===== config.mk =====
export PLATFORM = sky130hd
export DESIGN_NAME = exc_dispatch
export DESIGN_NICKNAME = d
export VERILOG_FILES = /design/src/rtl/exc_pkg.sv /design/src/rtl/exc_prio_pick.sv /design/src/rtl/exc_table_addr.sv /design/src/rtl/exc_dispatch.sv
export SDC_FILE = /design/constraint.sdc
export NUM_CORES = 1
export LEC_CHECK = 0
export ABC_AREA = 1
export BUFFER_PORTS_ARGS = -buffer_cell sky130_fd_sc_hd__buf_2
export CAP_MARGIN = 10
export CORE_AREA = 2 2 264 266
export CTS_BUF_LIST = sky130_fd_sc_hd__clkbuf_8
export DETAILED_ROUTE_END_ITERATION = 16
export DIE_AREA = 0 0 266 268
export SYNTH_ARGS = -nofsm -noshare
export SYNTH_HDL_FRONTEND = slang
export SYNTH_SLANG_ARGS = --single-unit

===== constraint.sdc =====
create_clock -name clk -period 3.39 [get_ports clk]
set_clock_uncertainty 0.05 [all_clocks]
set_input_delay 0.5085 -clock clk [delete_from_list [all_inputs] [get_ports clk]]
set_output_delay 0.5085 -clock clk [all_outputs]
set_load 0.1 [all_outputs]

===== src/rtl/exc_pkg.sv =====
package exc_pkg;
    localparam int XLEN      = 64;
    localparam int TYPE_W    = 4;
    localparam int NTYPE     = 1 << TYPE_W;
    localparam int PTR_SHIFT = 3;   // 8-byte table entries

    typedef enum logic [1:0] {
        ST_IDLE = 2'd0,
        ST_REQ  = 2'd1,
        ST_WAIT = 2'd2
    } disp_state_e;

    typedef struct packed {
        logic [XLEN-1:0] pc;
        logic [XLEN-1:0] sp;
    } ctx_t;

    typedef struct packed {
        logic              hit;
        logic [TYPE_W-1:0] code;
    } pick_t;

    function automatic logic [NTYPE-1:0] type_bit(input logic [TYPE_W-1:0] t);
        return NTYPE'(1) << t;
    endfunction
endpackage


===== src/rtl/exc_prio_pick.sv =====
module exc_prio_pick #(
    parameter int N = 16,
    parameter int W = 4
) (
    input  logic [N-1:0] req,
    output logic         hit,
    output logic [W-1:0] code
);
    always_comb begin
        hit  = 1'b0;
        code = '0;
        for (int i = N - 1; i >= 0; i--) begin
            if (req[i]) begin
                hit  = 1'b1;
                code = W'(i);
            end
        end
    end
endmodule


===== src/rtl/exc_table_addr.sv =====
module exc_table_addr #(
    parameter int AW    = 64,
    parameter int TW    = 4,
    parameter int SHIFT = 3
) (
    input  logic [AW-1:0] base,
    input  logic [TW-1:0] code,
    output logic [AW-1:0] addr
);
    logic [AW-1:0] offset;
    assign offset = {{(AW-TW){1'b0}}, code} << SHIFT;
    assign addr   = base + offset;
endmodule


===== src/rtl/exc_dispatch.sv =====
module exc_dispatch
    import exc_pkg::*;
#(
    parameter logic [TYPE_W-1:0] PRIV_TYPE = 4'd13,
    parameter logic [XLEN-1:0]   BASE_RST  = '0
) (
    input  logic              clk,
    input  logic              rst,
    input  logic [NTYPE-1:0]  sync_req,
    input  logic [NTYPE-1:0]  async_req,
    input  logic [XLEN-1:0]   cur_pc,
    input  logic [XLEN-1:0]   cur_sp,
    input  logic              base_wr_en,
    input  logic [XLEN-1:0]   base_wr_data,
    input  logic              eret,
    output logic              mem_rd_en,
    output logic [XLEN-1:0]   mem_rd_addr,
    input  logic              mem_rd_valid,
    input  logic [XLEN-1:0]   mem_rd_data,
    output logic              busy,
    output logic              kernel_mode,
    output logic [XLEN-1:0]   table_base,
    output logic [XLEN-1:0]   saved_pc,
    output logic [XLEN-1:0]   saved_sp,
    output logic              redirect_valid,
    output logic [XLEN-1:0]   redirect_pc,
    output logic              restore_sp_valid,
    output logic [XLEN-1:0]   restore_sp
);
    disp_state_e     state_q;
    logic            kmode_q;
    logic [XLEN-1:0] base_q;
    ctx_t            ctx_q;
    logic [XLEN-1:0] rd_addr_q;
    logic            redir_v_q;
    logic [XLEN-1:0] redir_pc_q;
    logic            rsp_v_q;
    logic [XLEN-1:0] rsp_q;

    logic            idle;
    logic            priv_fault;
    logic [NTYPE-1:0] sync_eff;
    pick_t           pick_s, pick_a;
    logic            take;
    logic [TYPE_W-1:0] take_code;
    logic [XLEN-1:0] entry_addr;
    logic            do_ret;

    assign idle       = (state_q == ST_IDLE);
    assign priv_fault = idle && !kmode_q && base_wr_en;
    assign sync_eff   = sync_req | (priv_fault ? type_bit(PRIV_TYPE) : '0);

    exc_prio_pick #(.N(NTYPE), .W(TYPE_W)) u_pick_sync (
        .req (sync_eff),
        .hit (pick_s.hit),
        .code(pick_s.code)
    );

    exc_prio_pick #(.N(NTYPE), .W(TYPE_W)) u_pick_async (
        .req (async_req),
        .hit (pick_a.hit),
        .code(pick_a.code)
    );

    assign take      = idle && (pick_s.hit || pick_a.hit);
    assign take_code = pick_s.hit ? pick_s.code : pick_a.code;

    exc_table_addr #(.AW(XLEN), .TW(TYPE_W), .SHIFT(PTR_SHIFT)) u_addr (
        .base(base_q),
        .code(take_code),
        .addr(entry_addr)
    );

    assign do_ret = idle && kmode_q && eret && !take;

    always_ff @(posedge clk) begin
        if (rst) begin
            state_q    <= ST_IDLE;
            kmode_q    <= 1'b1;
            base_q     <= BASE_RST;
            ctx_q      <= '0;
            rd_addr_q  <= '0;
            redir_v_q  <= 1'b0;
            redir_pc_q <= '0;
            rsp_v_q    <= 1'b0;
            rsp_q      <= '0;
        end else begin
            redir_v_q <= 1'b0;
            rsp_v_q   <= 1'b0;
            if (kmode_q && base_wr_en) begin
                base_q <= base_wr_data;
            end
            unique case (state_q)
                ST_IDLE: begin
                    if (take) begin
                        ctx_q     <= '{pc: cur_pc, sp: cur_sp};
                        kmode_q   <= 1'b1;
                        rd_addr_q <= entry_addr;
                        state_q   <= ST_REQ;
                    end else if (do_ret) begin
                        redir_v_q  <= 1'b1;
                        redir_pc_q <= ctx_q.pc;
                        rsp_v_q    <= 1'b1;
                        rsp_q      <= ctx_q.sp;
                        kmode_q    <= 1'b0;
                    end
                end
                ST_REQ: begin
                    state_q <= ST_WAIT;
                end
                ST_WAIT: begin
                    if (mem_rd_valid) begin
                        redir_v_q  <= 1'b1;
                        redir_pc_q <= mem_rd_data;
                        state_q    <= ST_IDLE;
                    end
                end
                default: state_q <= ST_IDLE;
            endcase
        end
    end

    assign mem_rd_en        = (state_q == ST_REQ);
    assign mem_rd_addr      = rd_addr_q;
    assign busy             = !idle;
    assign kernel_mode      = kmode_q;
    assign table_base       = base_q;
    assign saved_pc         = ctx_q.pc;
    assign saved_sp         = ctx_q.sp;
    assign redirect_valid   = redir_v_q;
    assign redirect_pc      = redir_pc_q;
    assign restore_sp_valid = rsp_v_q;
    assign restore_sp       = rsp_q;
endmodule


==> out/results.tsv, run 1 <==
metric	value	unit
outcome	finished with violations	
failing checks	setup timing	
All-Layer GR Usage	20.30	%
Worst R2R Start	state_q[1]	
routed via count	19880	
syn_area_per_cell	6.628	µm²
FF-to-FF setup slack	-70	ps
syn nets	2914	
drt first-iter violations	1534	
initial antenna violation count	2	
Worst Hold Path EP	table_base[21]	
max incr delay on CP	350	ps
Final setup violation count	11	
first-pass GRT wire length	111.7	mm
Clk pwr share	32.7	%
Tightest Pin Transition	857.0	ps
cell-internal power	8.444	mW
Inserted Clock Buffers	74	
pwr dens	572.7	nW/µm²
Comb power frac	31.4	%
synthesized flop and latch total	389	
Req. time, crit path	3930	ps
Final Wtd Congestion	0.9426	
fmax	289.1	MHz
Cells after Synth	2616	
Final Core Density	37.46	%
final slew viol count	0	
Setup TNS	-456.4	ps
CP max-delay cell	dfxtp_2	
Buf/Inv on CP	5	
grt ovf	0	
# fillers	7310	
crit start category	register	
P_sw	6.194	mW
Sw Share	42.32	%
Synth Warn #	0	
Tmin final	3459	ps
CTS tree	done	
hpwl dp	56.10	mm
unrepaired setup endpoints after global routing	yes	
H-tree depth	3	
FP Rows	96	
Setup WS post-layout	-68.82	ps
starting density of the core	25.41	%
VDD IR-drop max	0.3243	mV
mapped cell area	17340	µm²
FF-to-FF End	mem_rd_addr[43]	
Flop pwr share	35.9	%
WL/cell	17.19	µm
Clock Sink Count	389	
Core Area	68230	µm²
IO Pins	682	
max-cap violation count	0	
Hold Crit Class	in2reg	
drt drc	0	
fraction of layout cells with a size suffix above 1	27.75	%
Synth cell types	36	
Vias/cell	4.503	
vias in the first global route	18750	
sequential fraction of the synthesis area	44.91	%
chip width	266	µm
P_leak	13.35	nW
Die ar.	71290	µm²
Final Hold Vio Count	0	
Clock Tree Buf Depth	3	
PortBufs	681	
Worst Path Arrival	3990	ps
CP dominant cell by count	nand4_1	
post-route ant nets	0	
max_slew headroom	42.87	%
Clock Latency Late Sink	660	ps
clk root buf	clkbuf_8	
First-pass DRT Iterations	6	
final period utilization	102.0	%
WHS Path Cells	3	
crit path kind	reg2reg	
Final nets	3774	
Hold Crit Start	base_wr_data[21]	
Clk pin slew, worst setup/hold paths	70	ps
crit path max fanout	4	
critical path's top delay family	simple AND/OR/NAND/NOR gates	
Synth-to-Final Area Change	47.40	%
Crit. End Element	register	
largest net degree at the start of global routing	102	
reg2reg path depth	28	
post-detailed-routing wire length	75.90	mm
DIE HEIGHT	268	µm
## power groups by stage
| stage | clock (mW) | combinational, mW | sequential (mW) |
|---|---|---|---|
| detailed placement | 0 | 4.45 | 5.34 |
| global placement | 0 | 4.45 | 5.33 |
| CTS | 4.95 | 4.59 | 5.25 |
| floorplan | 0 | 0.975 | 7.72 |
| finish | 4.79 | 4.60 | 5.25 |
| global route | 5.13 | 4.83 | 5.29 |
## synthesized netlist by cell type, drive strengths merged
cell	count	area share [%]
and2	1	0.036
fa	1	0.12
nor4	12	0.43
a311oi	1	0.051
o2111ai	1	0.051
clkbuf	97	2.1
nand3b	2	0.087
nor2	669	15
nand2	564	12
o21bai	1	0.043
nor3	31	0.89
buf	59	1.7
nor4b	1	0.051
a21oi	122	3.5
dfxtp	389	45
o21a	1	0.043
xnor2	19	0.96
nand3	107	3.1
xor2	33	1.7
ha	4	0.29
inv	228	4.9
nand4	21	0.79
o31ai	3	0.13
o211ai	1	0.043
o21ai	245	7.1
clkinv	1	0.022
a31oi	2	0.072
## layer usage
layer | track usage (%) | share of wire (%) | wire (µm) | up-vias
met1 | 24.32 | 41 | 31030 | 9002
met2 | 34.28 | 48 | 36070 | 761
met5 | 0 | 0 | 0 | -
met3 | 5.388 | 7.3 | 5560 | 182
li1 | - | - | - | 9936
met4 | 8.700 | 4.3 | 3242 | 0
## cell families (layout without fill, tap and decap cells)
family	after synthesis	count (layout)	synth area share, %
compound gates	377	377	11.09
xor+xnor	52	52	2.627
simple gates	1408	1408	32.16
buf+inv	385	1297	8.803
other cells	0	5	0
fa+ha+maj	5	5	0.4041
flops	389	389	44.91
## stage by stage
stage | power, mW | worst slack (ps) | hold WS (ps) | cells | instance area [µm²]
after floorplan | 8.691 | -50.32 | 428.8 | 2616 | 17380
after global placement | 9.780 | -377.0 | 403.5 | 4127 | 22160
after detailed placement | 9.789 | -431.5 | 406.4 | 4127 | 22160
after CTS | 14.79 | -46.00 | 1.736 | 4402 | 25230
after global routing | 15.26 | -375.6 | 19.79 | 4413 | 25550
final | 14.64 | -68.82 | 80.01 | 4415 | 25560
## cells in the final DEF (no fill, tap or decap), types with 3 or more instances in the layout
cell type | Yosys | layout
clkbuf_8 | 0 | 93
buf_4 | 9 | 98
xnor2_2 | 0 | 3
buf_2 | 38 | 681
dlygate4sd3_1 | 0 | 142
nand2_2 | 1 | 6
clkinv_2 | 0 | 5
xnor2_1 | 19 | 16
buf_6 | 0 | 11
diode_2 | 0 | 5
dfxtp_1 | 389 | 386
inv_6 | 0 | 4
a21oi_2 | 1 | 3
xor2_1 | 33 | 31
nor3_1 | 31 | 26
nand4_1 | 20 | 20
inv_8 | 0 | 3
nor2_4 | 0 | 8
buf_12 | 0 | 8
nand3_1 | 107 | 100
inv_1 | 224 | 242
nor3_2 | 0 | 4
nor2_1 | 664 | 650
nor4_1 | 12 | 9
o21ai_0 | 188 | 179
nor2_2 | 5 | 11
o21ai_2 | 2 | 4
inv_2 | 4 | 5
nand2_1 | 563 | 554
nand2_4 | 0 | 3
nand3_2 | 0 | 5
o21ai_1 | 55 | 61
a21oi_1 | 121 | 118
## sequential cells by signal (all words and copies together) (netlist names)
signal / cells
mem_rd_addr: 64
redirect_pc: 64
restore_sp: 64
saved_pc: 64
saved_sp: 64
table_base: 64
state_q: 2
kernel_mode: 1
redirect_valid: 1
restore_sp_valid: 1
## worst max path at each step
stage	start	to	depth (start not counted)
3_3_place_gp	sync_req[14]	mem_rd_addr[61]	28
5_1_grt	state_q[0]	mem_rd_addr[35]	28
6_report	state_q[1]	mem_rd_addr[43]	28
4_1_cts	state_q[1]	mem_rd_addr[31]	28
3_5_place_dp	sync_req[14]	mem_rd_addr[61]	28
2_1_floorplan	base_wr_en	mem_rd_addr[61]	29
## worst register-to-register path: cells and delay by family, from the launching register on
kind	cells	cell delay, ps
simple gates	17	1790
buf+inv	5	450
flops	1	350
fa+ha+maj	2	330
compound gates	3	270
xor+xnor	1	160
## layout make-up
cell class	instances	area, µm²	area share [%]
multi-input combinational	1842	8412	32.91
sequential	389	7794	30.49
timing repair buffer	940	5849	22.89
clock buffer	93	1280	5.008
tap	882	1104	4.318
inverter	229	874.6	3.422
clock inverter	35	232.7	0.9106
antenna	5	12.51	0.04895
## timing repair
item,4_1_cts,5_1_grt
pin swaps,15,17
buffers inserted,5,10
resized for setup,27,59
hold buffers,142,0
endpoints found under the hold margin,142,0
endpoints found under the setup margin,32,46
No activity file was read; power rests on OpenSTA's default activity.
==> run 2: changes to the inputs <==
clock period = 4.1 ns   (was 3.39 ns; I/O delays follow)
==> run 2 against run 1 <==
  * The run now ends clean
  * Total power fell by 18%
  * Critical path depth fell by 3
  * Register-to-register slack improved by 450 ps
  * Via count fell by 4.5%
  * Cell area fell by 8.7%
  * Clock-buffer cell count fell by 4
  * Critical endpoint is now mem_rd_addr[34]
==> out/results.tsv, run 2 (synthesis gave the netlist of run 1 again) <==
metric	value	unit
fraction of layout cells with a size suffix above 1	26.07	%
P_leak	12.31	nW
Tightest Pin Transition	1095	ps
Final setup violation count	0	
DR top layer	met5	
max-cap violation count	0	
Clk pin slew, worst setup/hold paths	60	ps
fmax	268.8	MHz
max_slew headroom	26.99	%
PortBufs	681	
final slew viol count	0	
fin area	23340	µm²
post-detailed-routing wire length	74.60	mm
routed wl met3	5.941	mm
VDD IR-drop max	0.2393	mV
All-Layer GR Usage	19.99	%
initial antenna violation count	11	
Tot Pwr	12.04	mW
Clock Latency Late Sink	640	ps
hpwl dp	55.90	mm
Inserted Clock Buffers	75	
clk root buf	clkbuf_8	
final period utilization	90.75	%
# fillers	7532	
Worst Path Arrival	4190	ps
starting density of the core	25.41	%
FP Rows	96	
vias in the first global route	17690	
crit path kind	reg2reg	
Crit. End Element	register	
Synth-to-Final Area Change	34.62	%
Placed Area	21720	µm²
DIE HEIGHT	268	µm
Clock Tree Buf Depth	3	
H-tree depth	3	
first-pass GRT wire length	109.1	mm
outcome	complete, no violations	
Die ar.	71290	µm²
largest net degree at the start of global routing	170	
drt first-iter violations	1416	
most frequent cells in the layout	buf_2, nor2_1, nand2_1	
crit start category	register	
Final Wtd Congestion	0.9300	
drt drc	0	
most common cell after layout, fill and taps aside	buf_2	
grt ovf	0	
Tmin final	3721	ps
routed via count	18990	
IO Pins	682	
Post-Route M1 WL	29.93	mm
Final Hold Vio Count	0	
Clock Sink Count	389	
Hold Crit Class	in2reg	
WL/cell	17.71	µm
chip width	266	µm
First-pass DRT Iterations	5	
Final nets	3567	
Req. time, crit path	4570	ps
pwr dens	515.7	nW/µm²
Core Area	68230	µm²
post-route ant nets	0	
Vias/cell	4.509	
wire length on met2	36.27	mm
crit path max fanout	4	
CTS tree	done	
[run 2: cell count changes in the layout (fill, tap and decap cells not counted), sizes merged]
cell / change
clkinvlp: +4
clkbuf: -4
bufinv: +3
clkinv: +1
diode: +3
buf: -66
inv: -2
dlygate4sd3: -142
[run 2: where the power goes]
group          switching, mW  total [mW]  leakage [nW]  internal, mW
sequential             0.276        4.35          3.20          4.08
clock                   1.77        4.05         0.872          2.29
combinational           3.02        3.63          8.23         0.616
total                   5.06        12.0          12.3          6.98
[run 2: routing by layer]
metal	track usage [%]	vias up
met5	0	-
met4	7.865	8
met3	5.562	142
met2	34.30	696
met1	23.61	8641
li1	-	9506
[run 2: path summary, 6_finish.rpt]
check / startpoint / to / slack (ps) / depth (start not counted)
min: cur_pc[12] / saved_pc[12] / 150 / 3
max: state_q[0] / mem_rd_addr[34] / 380 / 25
max reg2reg: state_q[0] / mem_rd_addr[34] / 380 / 25
min reg2reg: mem_rd_addr[51] / mem_rd_addr[51] / 410 / 2
[run 2: stage by stage]
stage / worst slack, ps / utilization, % / cells / TNS (ps) / hold WS, ps
CTS: 140.0 / 34.11 / 4203 / 0 / 74.70
global route: -12.70 / 34.20 / 4209 / -15.82 / 110.9
finish: 379.3 / 34.21 / 4212 / 0 / 147.7
global placement: 27.71 / 31.84 / 4073 / 0 / 402.7
detailed placement: -14.74 / 31.84 / 4073 / -14.74 / 408.2
floorplan: 90.90 / - / 2616 / 0 / 428.8
[run 2: final cells by class]
| type | instances | area, µm² | share of cell area, % |
|---|---|---|---|
| Multi-Input combinational cell | 1842 | 8100 | 34.70 |
| Tap cell | 882 | 1104 | 4.728 |
| Inverter | 229 | 872.1 | 3.736 |
| Clock buffer | 89 | 1225 | 5.248 |
| Clock inverter | 41 | 325.3 | 1.394 |
| Timing Repair Buffer | 732 | 3904 | 16.72 |
| Antenna cell | 8 | 20.02 | 0.08576 |
| Sequential cell | 389 | 7792 | 33.38 |
[run 2: worst max-delay path: stages (launching register included)]
cell and delay [ps]:
dfxtp_4 370, nor2_2 50, buf_4 170, nand2_1 70, nand4_1 80, nor2_2 140, nand4_1 80, nor2_1 100
nand4_1 110, nor2_2 140, inv_1 80, o31ai_1 290, ha_1 290, nor2_1 60, nand2_1 50, o21ai_1 100
o21ai_2 270, inv_2 60, nor2_2 190, nand4_1 210, nor2_1 260, nand2_1 90, nor2_1 100, o21ai_0 90
nand2_1 80, inv_1 40
[run 2: repair_timing]
| item | CTS | global route |
|---|---|---|
| setup endpoints to repair | 0 | 14 |
| buffers inserted | 0 | 1 |
| hold buffers | 0 | 0 |
| resized for setup | 0 | 13 |
==> run 3: changes to the inputs <==
ABC_AREA = not set   (was 1)
CORE_AREA = 2 2 263 265   (was 2 2 264 266)
DIE_AREA = 0 0 265 267   (was 0 0 266 268)
==> run 3 against run 2 <==
  * Combinational power down 13%
  * First-iteration DRC count down 41%
  * Clock-buffer cell count up 2
  * Cell count down 16%
  * Fmax down 1.2%
  * Critical path type unchanged
  * Largest cell class is now registers
  * Largest power group unchanged
  * Highest routed layer is now met4
==> out/results.tsv, run 3 <==
metric	value	unit
Synth Warn #	0	
Core Area	67990	µm²
fraction of layout cells with a size suffix above 1	32.48	%
Req. time, crit path	4590	ps
Buf/Inv on CP	3	
largest family of logic cells by synthesized area	simple AND/OR/NAND/NOR gates	
Vias/cell	4.549	
syn_area_per_cell	8.056	µm²
syn nets	2230	
Synth-to-Final Area Change	39.45	%
critical path's top delay family	compound AO/OA/AOI/OAI gates	
fmax	265.7	MHz
count leader, synth	nand2_1	
outcome	complete, no violations	
most frequent cells in the layout	buf_2, nand2_1, dfxtp_1	
DIE HEIGHT	267	µm
post-synthesis compound-gate area fraction	17.11	%
crit path max fanout	6	
chip width	265	µm
top post-synthesis cells by area	dfxtp_1, nand2_1, a21oi_1, a211oi_1, mux2i_1	
Hold Crit Start	cur_sp[37]	
Hold Crit Class	in2reg	
post-detailed-routing wire length	60.10	mm
drt drc	0	
Final setup violation count	0	
Synth top cells by count	nand2_1, dfxtp_1, a21oi_1	
Clock Sink Count	389	
routed via count	16110	
Crit. End Element	register	
VDD IR-drop max	0.2707	mV
mapped cell area	15560	µm²
most common cell after layout, fill and taps aside	buf_2	
PortBufs	681	
Final Wtd Congestion	0.8380	
post-route ant nets	0	
Critical Path Start	kernel_mode	
Worst Path Arrival	4250	ps
FFs w/ async S/R, synth	0	%
Worst R2R Start	kernel_mode	
final slew viol count	0	
grt ovf	0	
Synth Area in XOR/XNOR	2.026	%
Clock Tree Buf Depth	3	
cells along the critical path	or4b_1 > buf_4 > nand2_1 > nor2_1 > o311ai_0 > a311o_1 > o41ai_1 > buf_4 > fa_1 > a211o_1 > o211ai_1 > buf_4 > nor2_1 > and3_1 > xnor2_1 > a211oi_1	
unrepaired setup endpoints after global routing	no	
first-pass GRT wire length	88.35	mm
All-Layer GR Usage	15.97	%
number of synthesized flops with an enable pin	0	
Final nets	2897	
max incr delay on CP	540	ps
Cells after Synth	1932	
Synth cell types	52	
IO Pins	682	
CP max-delay cell	or4b_1	
vias in the first global route	14850	
crit path kind	reg2reg	
simple-gate share of the synthesized area	21.99	%
initial antenna violation count	4	
Final Core Density	31.93	%
Die ar.	70760	µm²
max_slew headroom	42.29	%
pwr dens	532.0	nW/µm²
Tightest Pin Transition	865.6	ps
starting density of the core	22.89	%
Tmin final	3764	ps
hpwl dp	43.29	mm
clk root buf	clkbuf_8	
P_leak	9.540	nW
post-synth top area share	50.03	%
synthesized flop and latch total	389	
mux share of post-synthesis cell area	4.180	%
Clock Latency Late Sink	630	ps
FP Rows	96	
drt first-iter violations	834	
FF-to-FF setup slack	340	ps
Synth area leader	dfxtp_1	
Final Hold Vio Count	0	
largest net degree at the start of global routing	118	
crit start category	register	
First-pass DRT Iterations	5	
CP dominant cell by count	buf_4	
H-tree depth	3	
final period utilization	91.81	%
Clk pin slew, worst setup/hold paths	70	ps
Setup TNS	0	ps
Inserted Clock Buffers	74	
sequential fraction of the synthesis area	50.03	%
area share of fa/ha/maj cells after synthesis	0.4502	%
Post-synth top flop	dfxtp_1	
WL/cell	16.97	µm
CTS tree	done	
max-cap violation count	0	
-- run 3: cell count changes after synthesis, sizes merged, moves of 65 or more --
cell / before / now
a211oi: 0 / 102
mux2i: 0 / 65
nor2: 669 / 145
nand3: 107 / 21
o21ai: 245 / 19
inv: 228 / 19
a21oi: 122 / 272
-- run 3: per-layer routing --
metal / wire length [µm] / vias to the layer above / global-route usage, %
li1: - / 7962 / -
met1: 24670 / 7441 / 18.72
met2: 28650 / 592 / 27.02
met3: 4870 / 119 / 5.120
met4: 1906 / 0 / 6.260
met5: 0 / - / 0
-- run 3: repair_timing --
action                                  in CTS  in global routing
setup buffers                                0                  0
endpoints found under the setup margin       0                 10
hold buffers                                 0                  0
gates resized for setup                      0                  1
hold endpoints to repair                     0                  0
-- run 3: worst reg2reg max path, stage by stage, from the launching register on --
cell	delay [ps]
dfxtp_2	340
or4b_1	540
buf_4	150
nand2_1	50
nor2_1	40
o311ai_0	300
a311o_1	240
o41ai_1	70
buf_4	150
fa_1	410
a211o_1	300
o211ai_1	190
buf_4	190
nor2_1	110
and3_1	220
xnor2_1	120
a211oi_1	230
-- run 3: final cells by class --
| class | count | area (µm²) |
|---|---|---|
| inverters | 19 | 71.32 |
| well taps | 882 | 1104 |
| multi-input cells | 1380 | 7174 |
| clock inverters | 43 | 357.8 |
| repair buffers | 735 | 3949 |
| diodes | 3 | 7.507 |
| fillers | 7349 | 46280 |
| clock buffers | 91 | 1252 |
| flip-flops and latches | 389 | 7789 |
-- run 3: final timing paths --
| kind | endpoint | cells past startpoint |
|---|---|---|
| max | mem_rd_addr[13] | 16 |
| min | saved_sp[37] | 3 |
| max reg2reg | mem_rd_addr[13] | 16 |
| min reg2reg | restore_sp[62] | 2 |
-- run 3: through the flow --
step / worst slack, ps / std cells / hold slack [ps] / power (mW) / instance area [µm²]
floorplan: 83.06 / 1932 / 395.5 / 6.780 / 15570
global placement: -32.05 / 3405 / 384.9 / 7.522 / 20080
detailed placement: -68.51 / 3405 / 390.8 / 7.529 / 20080
CTS: 212.0 / 3539 / 65.61 / 11.72 / 21690
global route: 11.11 / 3542 / 89.29 / 12.05 / 21700
finish: 335.9 / 3542 / 163.2 / 11.55 / 21700
-- run 3: cell families (layout without fill, tap and decap cells) --
| kind of cell | count (synthesis) | after routing |
|---|---|---|
| AO/OA/AOI/OAI | 446 | 446 |
| other | 0 | 3 |
| buffers and inverters | 163 | 888 |
| adder cells (fa/ha/maj) | 5 | 5 |
| flip-flops | 389 | 389 |
| XOR/XNOR | 36 | 36 |
| AND/OR/NAND/NOR | 828 | 828 |
| multiplexers | 65 | 65 |
-- run 3: report_power, final --
| group | switching, mW | internal [mW] | total (mW) |
|---|---|---|---|
| logic | 2.59 | 0.575 | 3.17 |
| clock network | 1.77 | 2.34 | 4.11 |
| registers | 0.226 | 4.04 | 4.27 |
